===== src/rtl/dma_chan_engine.sv =====
module dma_chan_engine #(
  parameter int AW = 32
) (
  input  logic          clk,
  input  logic          rst_n,
  input  logic          glb_en,
  input  logic          kick,
  input  logic          reg_we,
  input  logic [2:0]    reg_addr,
  input  logic [31:0]   reg_wdata,
  input  logic [31:0]   req_single,
  input  logic [31:0]   req_burst,
  output logic          mem_req,
  output logic          mem_we,
  output logic [AW-1:0] mem_addr,
  output logic [2:0]    mem_size,
  output logic [31:0]   mem_wdata,
  input  logic [31:0]   mem_rdata,
  input  logic          mem_ready,
  output logic          tc_pulse,
  output logic          busy,
  output logic [AW-1:0] src_q,
  output logic [AW-1:0] dst_q,
  output logic [AW-1:0] link_q,
  output logic [31:0]   ctl_q,
  output logic [31:0]   cfg_q
);

  typedef enum logic [3:0] {
    S_IDLE, S_CHECK, S_READ, S_WRITE, S_UPDATE,
    S_LINK0, S_LINK1, S_LINK2, S_LINK3, S_DONE
  } state_t;

  state_t      state;
  logic        pend;
  logic [31:0] buf_q;
  logic        flow_ok;

  wire [31:0]   req_v    = req_single | req_burst;
  wire [2:0]    flow     = cfg_q[13:11];
  wire [4:0]    sper     = cfg_q[5:1];
  wire [4:0]    dper     = cfg_q[10:6];
  wire [11:0]   cnt      = ctl_q[11:0];
  wire [11:0]   cnt_nx   = cnt - 12'd1;
  wire [AW-1:0] sstep    = AW'(1) << ctl_q[20:18];
  wire [AW-1:0] dstep    = AW'(1) << ctl_q[23:21];
  wire          link_st  = (state == S_LINK0) || (state == S_LINK1) ||
                           (state == S_LINK2) || (state == S_LINK3);
  wire          go       = glb_en && cfg_q[0] && !cfg_q[18] && flow_ok && (cnt != 12'd0);

  always_comb begin
    case (flow)
      3'd0:    flow_ok = 1'b1;
      3'd1:    flow_ok = req_v[dper];
      3'd2:    flow_ok = req_v[sper];
      3'd3:    flow_ok = req_v[sper] && req_v[dper];
      default: flow_ok = 1'b0;
    endcase
  end

  assign busy      = (state != S_IDLE);
  assign mem_req   = (state == S_READ) || (state == S_WRITE) || link_st;
  assign mem_we    = (state == S_WRITE);
  assign mem_wdata = buf_q;
  assign mem_size  = (state == S_READ)  ? ctl_q[20:18] :
                     (state == S_WRITE) ? ctl_q[23:21] : 3'd2;

  always_comb begin
    case (state)
      S_READ:  mem_addr = src_q;
      S_WRITE: mem_addr = dst_q;
      S_LINK0: mem_addr = link_q;
      S_LINK1: mem_addr = link_q + AW'(4);
      S_LINK2: mem_addr = link_q + AW'(12);
      S_LINK3: mem_addr = link_q + AW'(8);
      default: mem_addr = '0;
    endcase
  end

  always_ff @(posedge clk or negedge rst_n) begin
    if (!rst_n) begin
      state    <= S_IDLE;
      pend     <= 1'b0;
      buf_q    <= '0;
      tc_pulse <= 1'b0;
      src_q    <= '0;
      dst_q    <= '0;
      link_q   <= '0;
      ctl_q    <= '0;
      cfg_q    <= '0;
    end else begin
      tc_pulse <= 1'b0;
      if (state != S_IDLE && kick && glb_en) pend <= 1'b1;
      case (state)
        S_IDLE: begin
          if (reg_we) begin
            case (reg_addr)
              3'd0:    src_q  <= reg_wdata[AW-1:0];
              3'd1:    dst_q  <= reg_wdata[AW-1:0];
              3'd2:    link_q <= reg_wdata[AW-1:0];
              3'd3:    ctl_q  <= reg_wdata;
              3'd4:    cfg_q  <= reg_wdata;
              default: ;
            endcase
          end
          if (glb_en && (kick || pend)) begin
            state <= S_CHECK;
            pend  <= 1'b0;
          end
        end
        S_CHECK: state <= go ? S_READ : S_DONE;
        S_READ: if (mem_ready) begin
          buf_q <= mem_rdata;
          state <= S_WRITE;
        end
        S_WRITE: if (mem_ready) state <= S_UPDATE;
        S_UPDATE: begin
          if (ctl_q[26]) src_q <= src_q + sstep;
          if (ctl_q[27]) dst_q <= dst_q + dstep;
          ctl_q[11:0] <= cnt_nx;
          if (cnt_nx != 12'd0) begin
            state <= S_CHECK;
          end else if (link_q != '0) begin
            state <= S_LINK0;
          end else begin
            cfg_q[0] <= 1'b0;
            tc_pulse <= ctl_q[31];
            state    <= S_CHECK;
          end
        end
        S_LINK0: if (mem_ready) begin src_q <= mem_rdata[AW-1:0]; state <= S_LINK1; end
        S_LINK1: if (mem_ready) begin dst_q <= mem_rdata[AW-1:0]; state <= S_LINK2; end
        S_LINK2: if (mem_ready) begin ctl_q <= mem_rdata;         state <= S_LINK3; end
        S_LINK3: if (mem_ready) begin
          link_q   <= mem_rdata[AW-1:0];
          tc_pulse <= ctl_q[31];
          state    <= S_CHECK;
        end
        S_DONE:  state <= S_IDLE;
        default: state <= S_IDLE;
      endcase
    end
  end


  a_r10_hold_until_ready: assert property (@(posedge clk) disable iff (!rst_n)
    mem_req && !mem_ready |=> mem_req && $stable(mem_addr) && $stable(mem_we));


  a_r4_count_dec: assert property (@(posedge clk) disable iff (!rst_n)
    state == S_UPDATE |=> ctl_q[11:0] == $past(ctl_q[11:0]) - 12'd1 &&
                          ctl_q[31:12] == $past(ctl_q[31:12]));


  a_r11_gate_off_quiet: assert property (@(posedge clk) disable iff (!rst_n)
    state == S_CHECK && !glb_en |=> !mem_req);


  a_r1_halt_blocks: assert property (@(posedge clk) disable iff (!rst_n)
    state == S_CHECK && cfg_q[18] |=> !mem_req);


  a_r9_tc_single: assert property (@(posedge clk) disable iff (!rst_n)
    tc_pulse |=> !tc_pulse);

endmodule


===== config.mk =====
export PLATFORM = sky130hd
export DESIGN_NAME = dma_chan_engine
export DESIGN_NICKNAME = d
export VERILOG_FILES = /design/src/rtl/dma_chan_engine.sv
export SDC_FILE = /design/constraint.sdc
export NUM_CORES = 1
export LEC_CHECK = 0
export BUFFER_PORTS_ARGS = -buffer_cell sky130_fd_sc_hd__buf_4
export CAP_MARGIN = 15
export CORE_MARGIN = 4
export CORE_UTILIZATION = 42
export CTS_CLUSTER_DIAMETER = 80
export CTS_CLUSTER_SIZE = 24
export DETAILED_ROUTE_END_ITERATION = 8
export GPL_ROUTABILITY_DRIVEN = 0
export GPL_TIMING_DRIVEN = 0
export PLACE_DENSITY = 0.66
export REMOVE_ABC_BUFFERS = 1
export SLEW_MARGIN = 10
export SYNTH_ARGS = -nofsm -noshare
export SYNTH_HDL_FRONTEND = slang
export SYNTH_SLANG_ARGS = --single-unit

===== constraint.sdc =====
create_clock -name clk -period 3.17 [get_ports clk]
set_input_delay 0.1585 -clock clk [delete_from_list [all_inputs] [get_ports clk]]
set_output_delay 0.1585 -clock clk [all_outputs]
set_load 0.02 [all_outputs]

After elaboration in Yosys (flattened, before gate mapping)
Cells that the tools add are included.

Flip-flop bits (word level): 198. Input bits: 137.

$lt $le $gt $ge: 2. Shifts and indexed selects: 2. Muxes and demuxes: 47. Equal/unequal tests: 32. Bitwise gates (word level): 1. Add/subtract/negate cells: 6. Reductions and logical operators: 37.

Operator list (count): $mux W32 (11); $pmux W32 S3 (2); $pmux W32 S6 (1); $add A32 B32 Y32 (2); $add A32 B4 Y32 const B (2); $pmux W32 S2 (1); $shl A1 B3 Y32 const A (2); $pmux W20 S2 (1); $mux W4 (9); $pmux W12 S3 (1); $pmux W4 S9 (1); $add A32 B3 Y32 const B (1); $or A32 B32 Y32 (1); $reduce_bool A32 Y1 (1); $reduce_bool A12 Y1 (2); $ne A2 B2 Y1 const B (11); $eq A4 B3 Y1 const B (4); $reduce_and A5 Y1 (3); $eq A3 B2 Y1 const B (4); $lt A5 B6 Y1 const B (2); $mux W1 (12); $ne A2 B1 Y1 const B (6); $reduce_and A4 Y1 (3); $sub A12 B1 Y12 const B (1); other kinds (20) (43).

Logic depth before layout (Yosys ltp)
Depth after elaboration: 9. Depth in mapped cells: 15. Gate-level depth less buffers: 12.

Least setup slack after synthesis
No wires, ideal clock.

Kind: register to output. From: register state[3]. To: output port mem_addr[19]. Setup slack: -0.218 ns. Arrival time: 3.229 ns. Cell stages (with the launch flop): 14. Buffers on the path: 3. Required time: 3.012 ns. Cells stage by stage: dfrtp_1 > buf_2 > nor2b_2 > and2_1 > buf_2 > nand2_1 > inv_2 > buf_2 > ha_1 > a21o_1 > nand4_1 > nor3_2 > a22oi_1 > o311ai_0.

Word-level cells in the longest chain between the ends: 2. Elaborated cells on any way between the ends: 7. Those cells by class: eq/ne: 6; mux: 1.

RTL lines: from (decl) (line 34) `state_t state;`; from (signal assigned) (line 111) `S_CHECK: state <= go ? S_READ : S_DONE;`; $eq A4 B4 Y1, or another cell as far along (line 69) `case (state)`; $pmux W32 S6 (*) (line 69); to (decl) (line 15) `output logic [AW-1:0] mem_addr,`.

Mark *: on every way between the ends. The rest lies on a longest branch, timed or not.

Worst setup path after layout
From: register state[1]. To: output port mem_addr[27].

Same word-level chain as after synthesis.

==> results by group <==
Die
  • Die width: 190 µm
  • Die area: ~0.036 mm²
  • Placement Rows: between 60 and 70
  • Initial core utilization: a little over two fifths
  • DIE HEIGHT: 190 µm
  • I/O Pins: roughly 370
  • Core area: between 0.03 and 0.04 mm²

Routing
  • Antenna-violating nets left: 0
  • Routed wire per std cell: 24.7 µm
  • Met2 WL: around 28 mm
  • Max Used Layer: met4
  • Initial drt markers: ~1800
  • Post-route DRC: 0
  • Met1 wire length: approximately 24 mm
  • Post-Route WL: roughly 61 mm
  • Met3 wire len: between 6 and 7 mm
  • Drt pass-1 iters: 7
  • Via density per instance: 6.36
  • Vias: around 16000

Synthesis
  • Area contributors post-synth: dfrtp_1, mux2_2, o21ai_0, nand2_1, mux2i_1
  • Adder-cell area share of the yosys netlist: between 2 and 2.5%
  • Most common cell in the netlist: dfrtp_1
  • Seq cells post-synth: approximately 200
  • Compound-Gate Fraction of Synth Area: 24.0%
  • Synth warnings: 0
  • EDFF count, synth: 0
  • Avg Cell Area, Syn: ~8.6 µm²
  • Synth top area share: 35.7%
  • Gate Count Post-Synth: approximately 1600
  • Netlist Area Pre-Place: approximately 0.014 mm²
  • Xor/xnor share of the synthesized area: approximately 1.3%
  • Post-synthesis mux area share: 10.7%
  • Synth Area in Simple Gates: approximately a fifth
  • Largest family of logic cells by synthesized area: compound AO/OA/AOI/OAI gates
  • Dominant synthesized flop cell: dfrtp_1
  • Yosys top cell by area: dfrtp_1
  • Sequential share of the synthesized area: 35.7%
  • Async SR Flop Fraction: 100%
  • Netlist cell types: 85
  • Top cells by instance count after synthesis: dfrtp_1, nand2_1, o21ai_0

Clock tree
  • Reg clk slew, reported paths: approximately 80 ps
  • Root buf cell: clkbuf_16
  • Num CTS Buffers: 17
  • H-Tree Depth: 4
  • TritonCTS clock tree: yes
  • Sink Count: 198
  • Worst skew pair latency: about 460 ps
  • Clock Path Buffers: 2

Worst setup path
  • Startpoint Class: flop
  • Crit path max fanout: 4
  • Critical path endpoint category: output pin
  • Crit Path Class: reg -> out
  • Crit path DAT: around 3300 ps
  • Required time of the critical path: roughly 3000 ps

Timing
  • Fin. Hold Viols: 0
  • Setup TNS: -2080 ps
  • Setup Viol. Count Final: 13
  • Worst-Margin Slew: around 940 ps
  • Slew Viols, Final: 0
  • RSZ-0062 raised after global routing: yes
  • Tcrit/Tclk final: 109%
  • Post-Route Skew: roughly 13 ps
  • Fmax achieved: 290 MHz
  • Clock period minus final worst setup slack: between 3000 and 4000 ps
  • Worst setup margin: -279 ps
  • Slew headroom: a little under two fifths

Place
  • Port Buffers: ~370
  • Placed cell area: 0.0172 mm²
  • Placed Cells: about 2300
  • Dpl hpwl: between 40 and 50 mm

GRT
  • Largest net degree at the start of global routing: ~100
  • Congestion Overflow GR: 0
  • Global-route wire length before repair: 91.4 mm
  • Vias in the first global route: between 10000 and 15000
  • Initial antenna violation count: 0
  • Total Routing Usage GR: between 30% and 40%

Pwr
  • PD cells: between 900 and 1000 mW/mm²
  • Pleak: 8.71 nW
  • Peak VDD IR: slightly above 0.7 mV

Cells and area
  • FF+latch area: between 0.004 and 0.005 mm²
  • Layout Nets: 2173
  • FILL cells: between 2000 and 3000
  • Cell Count, Final, Fillers Out: 2465
  • Post-route cell area: around 0.019 mm²
  • Multi-input gate area: between 0.008 and 0.009 mm²
  • N_diodes: 0
  • Synthesis-to-finish area growth: 37.8%
  • Share of cells above drive strength 1: between 30% and 40%

Run
  • Number of max-cap violations: 0

Status
  • Status: finished with violations
  • Violations in the final reports: negative setup slack

Min path
  • Worst min path class: in -> reg
## layer usage
metal	GRT usage, %	vias up
met4	12.3	0
met5	0	-
met2	51.7	999
met3	6.48	147
li1	-	6865
met1	44.5	7668
## final timing paths
kind,cells after the start,slack (ps),startpoint,end
worst max-delay path,12,-280,state[1],mem_addr[27]
worst min-delay path,2,10,mem_rdata[3],mem_wdata[3]
worst max register to register,11,190,ctl_q[19],src_q[10]
worst min register to register,2,490,ctl_q[28],ctl_q[28]
max in group asynchronous,3,1780,rst_n,state[1]
min in group asynchronous,2,310,rst_n,cfg_q[29]
## flip-flops by register name (all words and copies together), names as in the netlist
name / cells
src_q: 32
dst_q: 32
cfg_q: 32
ctl_q: 32
mem_wdata: 32
pend: 1
state: 4
link_q: 32
tc_pulse: 1
## metrics by stage
stage               total power, W  util (%)  setup slack [ps]  hold slack (ps)
global route                0.0189      58.8              -317             9.44
CTS                         0.0176      57.8              -273           0.0734
detailed placement          0.0149      52.7             -2290              250
finish                      0.0180      58.8              -279             14.0
global placement            0.0145      51.1             -3700              357
floorplan                   0.0102         -             -1120             -137
## area by class of cell
| type | count | area share, % |
|---|---|---|
| clock inverters | 11 | 0.661 |
| repair inverters | 1 | 0.0458 |
| inverters | 38 | 0.831 |
| flip-flops and latches | 198 | 26.1 |
| clock buffers | 19 | 2.32 |
| multi-input cells | 1261 | 45.1 |
| well taps | 442 | 2.89 |
| repair buffers | 495 | 22.1 |
## worst max-delay path: stages (launching register included)
cell	delay, ps
dfrtp_4	520
and2_4	210
nand2_8	110
inv_16	40
ha_4	250
a21o_1	120
nand4_1	240
nor3_4	340
nand2_1	120
xnor2_1	130
a222oi_1	280
o211ai_1	250
buf_4	220
## timing repair
item	CTS	global route
endpoints found under the setup margin	81	43
gates resized for setup	74	34
endpoints found under the hold margin	149	1
cloned	3	0
pin swaps	14	19
buffers inserted	22	27
hold buffers	56	1
## cell families (layout without fill, tap and decap cells)
logic type,Yosys count,after routing
AOI/OAI and AO/OA,512,512
xor gates and xnor gates,21,21
DFF,198,198
buffers and inverters,164,564
adders and majority gates,24,24
muxes,128,128
and+or+nand+nor,576,576
## cells in the final DEF (no fill, tap or decap), types with 9 or more instances in the layout
cell type,count
a22o_1,12
a22oi_1,20
and3_1,48
o21ai_0,128
a221oi_1,26
nor3b_1,9
nand4_1,20
o211ai_1,15
buf_6,13
dfrtp_1,182
mux2i_1,54
nor2_1,114
mux4_2,10
clkbuf_16,17
nand2_1,168
or3_1,10
a31oi_1,27
nor4_1,14
xnor2_1,13
a21oi_1,94
nor2b_1,9
o22ai_1,16
a222oi_1,10
buf_4,403
inv_1,37
o311a_1,14
mux2_2,64
nor3_1,25
dfrtp_2,13
dlygate4sd3_1,57
nand3_1,70
ha_1,20
o21ai_1,43
## where the power goes
part           internal (W)  switching (W)
combinational       0.00433        0.00564
clock               0.00118        0.00107
sequential          0.00369        0.00206
total               0.00920        0.00877
Note: power is estimated with default switching activity, not from simulation.
